==> src/rtl/wk_pkg.sv <==
package wk_pkg;
    localparam int unsigned WK_ADDR_W = 2;

    typedef enum logic [WK_ADDR_W-1:0] {
        WK_ADDR_EN   = 2'd0,
        WK_ADDR_SEL  = 2'd1,
        WK_ADDR_PEND = 2'd2,
        WK_ADDR_CTRL = 2'd3
    } wk_addr_e;
endpackage

==> src/rtl/wk_sync.sv <==
module wk_sync #(
    parameter int unsigned W      = 8,
    parameter int unsigned STAGES = 2
) (
    input  logic         clk,
    input  logic         rst_n,
    input  logic [W-1:0] async_i,
    output logic [W-1:0] sync_o
);
    logic [W-1:0] stg_d [STAGES];
    logic [W-1:0] stg_q [STAGES];

    always_comb begin
        stg_d[0] = async_i;
        for (int i = 1; i < int'(STAGES); i++) begin
            stg_d[i] = stg_q[i-1];
        end
    end

    generate
        for (genvar g = 0; g < int'(STAGES); g++) begin : g_stage
            always_ff @(posedge clk or negedge rst_n) begin
                if (!rst_n) stg_q[g] <= '0;
                else        stg_q[g] <= stg_d[g];
            end
        end
    endgenerate

    assign sync_o = stg_q[STAGES-1];
endmodule

==> src/rtl/wk_edge.sv <==
module wk_edge #(
    parameter int unsigned W = 8
) (
    input  logic         clk,
    input  logic         rst_n,
    input  logic [W-1:0] lvl_i,
    input  logic [W-1:0] dir_i,
    output logic [W-1:0] hit_o
);
    logic [W-1:0] prev_d;
    logic [W-1:0] prev_q;

    always_comb begin
        prev_d = lvl_i;
        // a change whose new level differs from the direction bit:
        // dir 0 -> new level 1 (rising), dir 1 -> new level 0 (falling)
        hit_o  = (lvl_i ^ prev_q) & (lvl_i ^ dir_i);
    end

    always_ff @(posedge clk or negedge rst_n) begin
        if (!rst_n) prev_q <= '0;
        else        prev_q <= prev_d;
    end
endmodule

==> src/rtl/wk_regs.sv <==
module wk_regs
    import wk_pkg::*;
#(
    parameter int unsigned W = 8
) (
    input  logic                 clk,
    input  logic                 rst_n,
    input  logic                 wr_en_i,
    input  logic [WK_ADDR_W-1:0] wr_addr_i,
    input  logic [W-1:0]         wr_data_i,
    input  logic [W-1:0]         hit_i,
    output logic [W-1:0]         en_o,
    output logic [W-1:0]         dir_o,
    output logic [W-1:0]         pend_o,
    output logic                 gie_o
);
    typedef struct packed {
        logic [W-1:0] en;
        logic [W-1:0] dir;
        logic [W-1:0] pend;
        logic         gie;
    } wk_state_t;

    wk_state_t st_d;
    wk_state_t st_q;
    logic [W-1:0] clr_mask;

    always_comb begin
        st_d     = st_q;
        clr_mask = '0;
        if (wr_en_i) begin
            case (wk_addr_e'(wr_addr_i))
                WK_ADDR_EN:   st_d.en  = wr_data_i;
                WK_ADDR_SEL:  st_d.dir = wr_data_i;
                WK_ADDR_PEND: clr_mask = ~wr_data_i;
                WK_ADDR_CTRL: st_d.gie = wr_data_i[W-1];
                default:      st_d     = st_q;
            endcase
        end
        // set has priority over clear in the same cycle
        st_d.pend = (st_q.pend & ~clr_mask) | (hit_i & st_q.en);
    end

    always_ff @(posedge clk or negedge rst_n) begin
        if (!rst_n) st_q <= '0;
        else        st_q <= st_d;
    end

    assign en_o   = st_q.en;
    assign dir_o  = st_q.dir;
    assign pend_o = st_q.pend;
    assign gie_o  = st_q.gie;
endmodule

==> src/rtl/edge_wake_ctrl.sv <==
module edge_wake_ctrl
    import wk_pkg::*;
#(
    parameter int unsigned NPINS       = 8,
    parameter int unsigned SYNC_STAGES = 2
) (
    input  logic                 clk,
    input  logic                 rst_n,
    input  logic [NPINS-1:0]     pins_i,
    input  logic                 wr_en_i,
    input  logic [WK_ADDR_W-1:0] wr_addr_i,
    input  logic [NPINS-1:0]     wr_data_i,
    input  logic [WK_ADDR_W-1:0] rd_addr_i,
    output logic [NPINS-1:0]     rd_data_o,
    output logic                 irq_o,
    output logic                 halt_exit_o
);
    logic [NPINS-1:0] pins_sync;
    logic [NPINS-1:0] hit;
    logic [NPINS-1:0] en_q;
    logic [NPINS-1:0] dir_q;
    logic [NPINS-1:0] pend_q;
    logic             gie_q;
    logic             any_armed;

    wk_sync #(.W(NPINS), .STAGES(SYNC_STAGES)) i_sync (
        .clk     (clk),
        .rst_n   (rst_n),
        .async_i (pins_i),
        .sync_o  (pins_sync)
    );

    wk_edge #(.W(NPINS)) i_edge (
        .clk   (clk),
        .rst_n (rst_n),
        .lvl_i (pins_sync),
        .dir_i (dir_q),
        .hit_o (hit)
    );

    wk_regs #(.W(NPINS)) i_regs (
        .clk       (clk),
        .rst_n     (rst_n),
        .wr_en_i   (wr_en_i),
        .wr_addr_i (wr_addr_i),
        .wr_data_i (wr_data_i),
        .hit_i     (hit),
        .en_o      (en_q),
        .dir_o     (dir_q),
        .pend_o    (pend_q),
        .gie_o     (gie_q)
    );

    always_comb begin
        any_armed   = |(pend_q & en_q);
        halt_exit_o = any_armed;
        irq_o       = any_armed & gie_q;
        case (wk_addr_e'(rd_addr_i))
            WK_ADDR_EN:   rd_data_o = en_q;
            WK_ADDR_SEL:  rd_data_o = dir_q;
            WK_ADDR_PEND: rd_data_o = pend_q;
            WK_ADDR_CTRL: rd_data_o = {gie_q, {(NPINS-1){1'b0}}};
            default:      rd_data_o = '0;
        endcase
    end
endmodule

==> config.mk <==
export PLATFORM = sky130hd
export DESIGN_NAME = edge_wake_ctrl
export DESIGN_NICKNAME = d
export VERILOG_FILES = /design/src/rtl/wk_pkg.sv /design/src/rtl/wk_sync.sv /design/src/rtl/wk_edge.sv /design/src/rtl/wk_regs.sv /design/src/rtl/edge_wake_ctrl.sv
export SDC_FILE = /design/constraint.sdc
export NUM_CORES = 1
export LEC_CHECK = 0
export CORE_MARGIN = 4
export CORE_UTILIZATION = 51
export DETAILED_ROUTE_END_ITERATION = 8
export DONT_BUFFER_PORTS = 1
export GPL_TIMING_DRIVEN = 0
export MAX_ROUTING_LAYER = met4
export PLACE_DENSITY_LB_ADDON = 0.2
export SLEW_MARGIN = 20
export SYNTH_ARGS = -nofsm -noshare
export SYNTH_HDL_FRONTEND = slang
export SYNTH_HIERARCHICAL = 1
export SYNTH_SLANG_ARGS = --single-unit
==> constraint.sdc <==
create_clock -name clk -period 1.9 [get_ports clk]
set_input_delay 0.475 -clock clk [delete_from_list [all_inputs] [get_ports clk]]
set_output_delay 0.475 -clock clk [all_outputs]
set_load 0.005 [all_outputs]
# After elaboration in Yosys (flattened, before gate mapping)
# Index checks and enable logic that the tools add are counted.
word_totals:
  wordCells: 32
  register_bits: 49
  in_bits: 23
  output_inout_bits: 10
classes:
  n_eq_ne: 6
  bitwise_logic: 10
  muxes: 3
  reduce_logical: 6
op_table:
  columns: ["cell", "n"]
  rows:
  - ["8-bit bitwise AND", 4]
  - ["8-bit one-hot mux with 4 select lines", 1]
  - ["8-bit 2-to-1 mux", 2]
  - ["8-bit inverter", 2]
  - ["8-bit XOR", 2]
  - ["2-bit == test (second input constant)", 4]
  - ["8-bit bitwise OR", 1]
  - ["8-bit OR reduction", 1]
  - ["2-bit AND reduction", 3]
  - ["2-bit by 1-bit == test with 1-bit output (second input constant)", 2]
  - ["2-bit logical NOT", 2]
  - ["1-bit bitwise AND", 1]

# Depth between registers and ports, before layout
# Gate-level depths: netlist of run 1.
logic_depth:
  depth_word: 6
  ltp_mapped: 4
  depth_no_buf: 4

# Modules after synthesis
# Netlist of run 1, hierarchy kept.
modules_own_cells:
  columns: ["mod", "seq_area_each_um2", "area_each_um2", "cells_each", "instances"]
  rows:
  - ["wk_regs", 625.6, 989.7, 62, 1]
  - ["wk_sync", 400.4, 400.4, 16, 1]
  - ["wk_edge", 200.2, 380.4, 32, 1]
  - ["edge_wake_ctrl", 0.0, 230.2, 26, 1]

# Worst setup path after synthesis of run 1
# Ideal clock, no wire load.
synth_path:
  kind: "input to output"
  startpoint: "in rd_addr_i[0]"
  endpoint: "out rd_data_o[7]"
  path_slack_ns: 0.354
  required_ns: 1.425
  path_stages: 2
  arrival_time_ns: 1.071
  path_buffers: 1
  path_cell_list: "buf_6 mux4_2"
synth_via:
  elab_chain_len: 2
  elab_cells_between_ends: 5
  classes_between: "eq/ne (3); mux (1); reduce/logical (1)"
synth_rtl:
  columns: ["element", "line_no", "text"]
  rows:
  - ["start: declaration", "edge_wake_ctrl.sv:13", "input logic [WK_ADDR_W-1:0] rd_addr_i,"]
  - ["2-bit == test (tied with other cells)", "edge_wake_ctrl.sv:58", "case (wk_addr_e'(rd_addr_i))"]
  - ["8-bit one-hot mux with 4 select lines *", "edge_wake_ctrl.sv:58", null]
  - ["end: declaration", "edge_wake_ctrl.sv:14", "output logic [NPINS-1:0] rd_data_o,"]
# Every way passes the cells marked *; elsewhere a longest branch is shown, timed or not.

# Final worst setup path of run 1
layout_path:
  startpoint: "in rd_addr_i[1]"
  endpoint: "out rd_data_o[0]"
# The elaborated chain is that of the path after synthesis.

==> impl_results.md, run 1 <==
- Status: completed
- Nets: 167
- Reg2reg end: i_regs/pend_o[6]
- Fmax: 597.6 MHz
- Pins Over Slew Limit: 0
- Critical Path AT: 1200 ps
- Maximum vdd ir drop: 577.9 uV
- Initial Utilization: 53.84%
- # DRC: 0
- Final HPWL DP: approximately 2500 um
- Post-synthesis cell area: 2001 sq um
- Relative slew slack: 65.35%
- P_leak: ~0.91 nW
- Post-synth cell types: 20
- Mapped Cells: 136
- Die area: about 5000 sq um
- Post-Place Setup Slack: ~240 ps
- Switching Share: 25.83%
- Pre-Repair DR Iteration Count: 4
- CTS resizes: 0
- I/O pin count: 33
- Area grow syn2layout: 9.381%
- Final WS setup: roughly 230 ps
- Final hold violation count: 0
- Worst-margin pin slew: 519.2 ps
- Register area: 1226 sq um
- CP most frequent cell: buf_2
- Hold Buf Count CTS: 1
- R2r setup slk: 810 ps
- Synth Net Count: 159
- RSZ-0062 raised after global routing: no
- Min Hold Slack: about 15 ps
- Via/cell ratio: 5.762
- Hold WC Path Type: input port to async pin
- Comb pwr share: between 10% and 20%
- Worst R2R Start: i_regs/dir_o[6]
- Post-CTS setup buffers: 0
- Sequential-to-total area share from yosys stat: approximately 61%
- Clock Latency Late Sink: 300 ps
- Setup crit start: rd_addr_i[1]
- Non-Filler Instances: 193
- Sequential share of power: between 50 and 60%
- # placed instances: 184
- Clock Skew: 4.947 ps
- Pin count of the biggest net entering global routing: 50
- Vias in the first global route: 1226
- Die W: 70.63 um
- Gr ovfl total: 0
- WS Path Type: input port to primary output
- PwrDens: 996.5 nW/um^2
- Share of layout cells above drive strength 1: ~28%
- Fill count: around 300
- CP max-delay cell: buf_2
- Num rows: 22
- ANT nets after route: 0
- Most common cell after layout, fill and taps aside: dfrtp_1
- CTS H-tree depth: 2
- Final wirelength: 3602 um
- Tcrit/Tclk final: around nine tenths
- Worst EP required: ~1400 ps
- Critical-path maximum fanout: 9
- Clock tree from TritonCTS: done
- GR Util All Layers: 16.60%
- Mean Syn Cell Area: 14.71 sq um
- Int Power: 1.617 mW
- Slowest cell delay on critical path: 220 ps
- Multi-input gate area: 749.5 sq um
- Yosys warning count: 6
- CP endpoint kind: primary output
- Worst-path clk slew: 90 ps
- FF-to-FF path depth: 4
- First-pass GRT wire length: 6168 um
- Most frequent cells in the layout: dfrtp_1 (49), mux2_2 (17), nand3b_1 (9)
- Root Buffer: clkbuf_8
- Clock network fraction of total power: 29.5%
- Post-synthesis register bit count: ~50
- Diode count: 0
- Core Footprint: 3716 sq um
- CTS sink cnt: 49
- Initial antenna violation count: 0
- Initial drt markers: between 100 and 150
- Vias: around 1100
- Sw power: 563.3 uW
- Crit path time final: 1673 ps
- Drt wl/cell: 18.66 um
- # port buffers: 0
- Max-Cap Viols: 0
- Die height: 70.63 um
- Routability cong.: around 0.75
- CP Cell Sequence: buf_2 > nor2b_1 > buf_2 > o2bb2ai_1
- Clock Path Buffers: 2
- Final setup vio count: 0
- Total CTS buffers: 5
- Startpoint types: input port
- Setup_tns: 0 ps
## state kept, by name, indices dropped and copies added, names as in the netlist
signal	cells
i_edge/prev_q	8
i_sync/sync_o	8
i_sync/stg_d	8
i_regs/pend_o	8
i_regs/dir_o	8
i_regs/en_o	8
i_regs/gie_o	1
## worst max-delay path, delay by kind of cell
family / cells / cell delay, ps
buf+inv: 2 / 410
compound gates: 1 / 180
simple gates: 1 / 120
## worst max-delay path by stage
stage | to | depth (start not counted)
after floorplan | rd_data_o[7] | 2
after global placement | rd_data_o[0] | 4
after detailed placement | rd_data_o[0] | 4
after CTS | irq_o | 2
after global routing | rd_data_o[0] | 4
final | rd_data_o[0] | 4
## logic make-up after synthesis
kind of cell,share of synthesized area [%]
AOI/OAI and AO/OA,15.01
buffers and inverters,1.251
DFF,61.29
muxes,14.20
and+or+nand+nor,8.255
## power groups by stage
stage	combinational (mW)	clock, mW	sequential (mW)
floorplan	0.229	0	1.24
global placement	0.259	0	1.26
detailed placement	0.269	0	1.27
CTS	0.297	0.667	1.25
global route	0.321	0.721	1.26
finish	0.292	0.643	1.25
## stage by stage
step | power, mW | util (%) | instance area, sq um
2_1_floorplan | 1.470 | - | 2001
3_3_place_gp | 1.517 | 55.45 | 2061
3_5_place_dp | 1.536 | 55.45 | 2061
4_1_cts | 2.209 | 58.89 | 2188
5_1_grt | 2.305 | 58.89 | 2188
6_report | 2.181 | 58.89 | 2188
## synthesized netlist by cell type
cell       number  area (sq um)
nand3_1         1         5.000
mux4_2          1         22.52
mux2_2         17         191.4
nor3b_4         1         18.77
buf_6           1         11.26
a41oi_1         1         8.760
a22oi_1         4         30.03
buf_2           2         10.01
inv_1           1         3.750
nand3b_2        1         11.26
nand4_1         1         6.260
a22o_1          8         70.07
o2bb2ai_1       7         61.31
dfrtp_1        49          1226
nand2b_1        8         50.05
o21ai_2         8         70.07
nand3b_1        9         67.56
mux2i_1         7         70.07
a21o_1          8         60.06
nor2b_1         1         6.260
## per-layer routing
metal	routed length [um]	vias to the layer above	GRT usage [%]
met5	0	-	-
met4	19	0	6.054
met3	242	2	6.250
met2	1700	34	24.32
met1	1640	549	21.18
li1	-	527	-
## cell type report
type / count / area share, %
plain buffers: 3 / 0.9720
clock inverters: 2 / 0.8005
clock buffers: 6 / 3.774
repair buffers: 1 / 1.258
well taps: 48 / 2.744
flip-flops and latches: 49 / 56.03
inverters: 1 / 0.1715
multi-input cells: 83 / 34.25
(Power assumes the default switching activity.)
==> run 2, diff against run 1 <==
Settings changed: MAX_ROUTING_LAYER met4 to default.
==> run 2 against run 1 <==
Effect of this change: critical path type unchanged; cell count unchanged; critical path depth did not move; design area is the same; combinational power about the same; power is essentially flat.
==> impl_results.md, run 2 (synthesized netlist as in run 1, its figures left out) <==
- First-pass GRT wire length: 6175 um (+0.11%)
- Fmax: 597.9 MHz (about the same)
- Vias: 1116 (+0.36%)
- R2r setup slk: 810 ps (about the same)
- P_leak: 0.9103 nW (unchanged)
- Tcrit/Tclk final: 88.03% (about the same)
- Total CTS buffers: 5 (unchanged)
- Worst EP required: 1420 ps (about the same)
- Final setup vio count: 0 (unchanged)
- # placed instances: 184 (unchanged)
- Core Footprint: 3716 sq um (unchanged)
- Critical Path AT: 1200 ps (about the same)
- Max-Cap Viols: 0 (unchanged)
- Via/cell ratio: 5.782 (+0.36%)
- Met3 WL post-DR: 264 um (+9.1%)
- ANT nets after route: 0 (unchanged)
- Non-Filler Instances: 193 (unchanged)
- Final WS setup: 227.5 ps (+0.9010 ps)
- Min Hold Slack: 13.07 ps (-1.588 ps)
- Wire length on met2: 1699 um (about the same)
- Routability cong.: 0.7417 (-1.2%)
- Pin count of the biggest net entering global routing: 50 (unchanged)
- Clock Path Buffers: 2 (unchanged)
- Initial Utilization: 53.84% (unchanged)
- Most common cell after layout, fill and taps aside: dfrtp_1
- Clock Skew: 5.827 ps (+0.8802 ps)
- Most frequent cells in the layout: dfrtp_1 (49), mux2_2 (17), nand3b_1 (9)
- Status: completed
- Pins Over Slew Limit: 0 (unchanged)
- RSZ-0062 raised after global routing: no
- Share of layout cells above drive strength 1: 27.59% (unchanged)
- CTS sink cnt: 49 (unchanged)
- # DRC: 0 (unchanged)
- M1 wire length: 1613 um (-1.6%)
- Area grow syn2layout: 9.381% (unchanged)
- Setup_tns: 0 ps (unchanged)
- Post-Place Setup Slack: 239.2 ps (unchanged)
- Final hold violation count: 0 (unchanged)
- Final HPWL DP: 2488 um (unchanged)
- Crit path time final: 1673 ps (-0.9010 ps)
- Relative slew slack: 65.34% (about the same)
- CTS H-tree depth: 2 (unchanged)
- Critical-path maximum fanout: 9 (unchanged)
- WS Path Type: input port to primary output
- PwrDens: 995.8 nW/um^2 (about the same)
- Worst-path clk slew: 90 ps (about the same)
- Die area: 4989 sq um (unchanged)
- Clock tree from TritonCTS: done
- Initial antenna violation count: 0 (unchanged)
- Pre-Repair DR Iteration Count: 4 (unchanged)
- Diode count: 0 (unchanged)
- Vias in the first global route: 1230 (+0.33%)
- Gr ovfl total: 0 (unchanged)
- Worst R2R Start: i_regs/dir_o[6]
- CP endpoint kind: primary output
- Die W: 70.63 um (unchanged)
- Die height: 70.63 um (unchanged)
- Clock Latency Late Sink: 300 ps (about the same)
- Highest Signal Layer: met4
- Reg2reg end: i_regs/pend_o[6]
- GR Util All Layers: 16.10% (-0.50 points)
- FF-to-FF path depth: 4 (unchanged)
- Root Buffer: clkbuf_8
- Nets: 167 (unchanged)
- Drt wl/cell: 18.64 um (-0.14%)
- # port buffers: 0 (unchanged)
- Initial drt markers: 105 (-16%)
- Final wirelength: 3597 um (-0.14%)
- Worst-margin pin slew: 519.3 ps (+0.1834 ps)
- Post-CTS setup buffers: 0 (unchanged)
- Startpoint types: input port
- I/O pin count: 33 (unchanged)
- Hold WC Path Type: input port to async pin
- Num rows: 22 (unchanged)
- Maximum vdd ir drop: 572.7 uV (-0.89%)
## run 2: critical path: stages
cell       delay (ps)
buf_2             190
nor2b_1           120
buf_2             220
o2bb2ai_1         180
## run 2: layer usage
| metal | GRT usage (%) | vias up |
|---|---|---|
| met5 | 0 | - |
| met4 | 6.054 | 0 |
| met3 | 6.818 | 2 |
| met2 | 24.64 | 34 |
| met1 | 20.52 | 552 |
| li1 | - | 528 |
## run 2: through the flow
stage	utilization (%)	power, mW	instance area (sq um)
2_1_floorplan	-	1.470	2001
3_3_place_gp	55.45	1.517	2061
3_5_place_dp	55.45	1.536	2061
4_1_cts	58.89	2.209	2188
5_1_grt	58.89	2.305	2188
6_report	58.89	2.179	2188
## run 2: repair_timing
item | CTS | global route
hold endpoints to repair | 49 | 0
gates resized for setup | 0 | 0
endpoints found under the setup margin | 0 | 0
hold buffers | 1 | 0
## run 2: worst max-delay path by stage
stage / start / slack (ps) / cells after the start / endpoint
after global routing: rd_addr_i[1] / 130 / 4 / rd_data_o[0]
final: rd_addr_i[1] / 230 / 4 / rd_data_o[0]
after global placement: rd_addr_i[1] / 240 / 4 / rd_data_o[0]
after detailed placement: rd_addr_i[1] / 240 / 4 / rd_data_o[0]
after floorplan: rd_addr_i[0] / 350 / 2 / rd_data_o[7]
after CTS: i_regs/en_o[1] / 230 / 2 / irq_o
## run 2: final cells by class
cell class	instances	area, sq um
Inverter	1	3.754
Clock buffer	6	82.58
Tap cell	48	60.06
Clock inverter	2	17.52
Sequential cell	49	1226
Timing Repair Buffer	1	27.53
Fill cell	296	1528
Buffer	3	21.27
Multi-Input combinational cell	83	749.5
## run 2: report_power, final
part | switching, mW | internal (mW) | leakage [nW]
Sequential | 0.0948 | 1.15 | 0.556
Combinational | 0.128 | 0.164 | 0.302
Clock | 0.339 | 0.302 | 0.0518
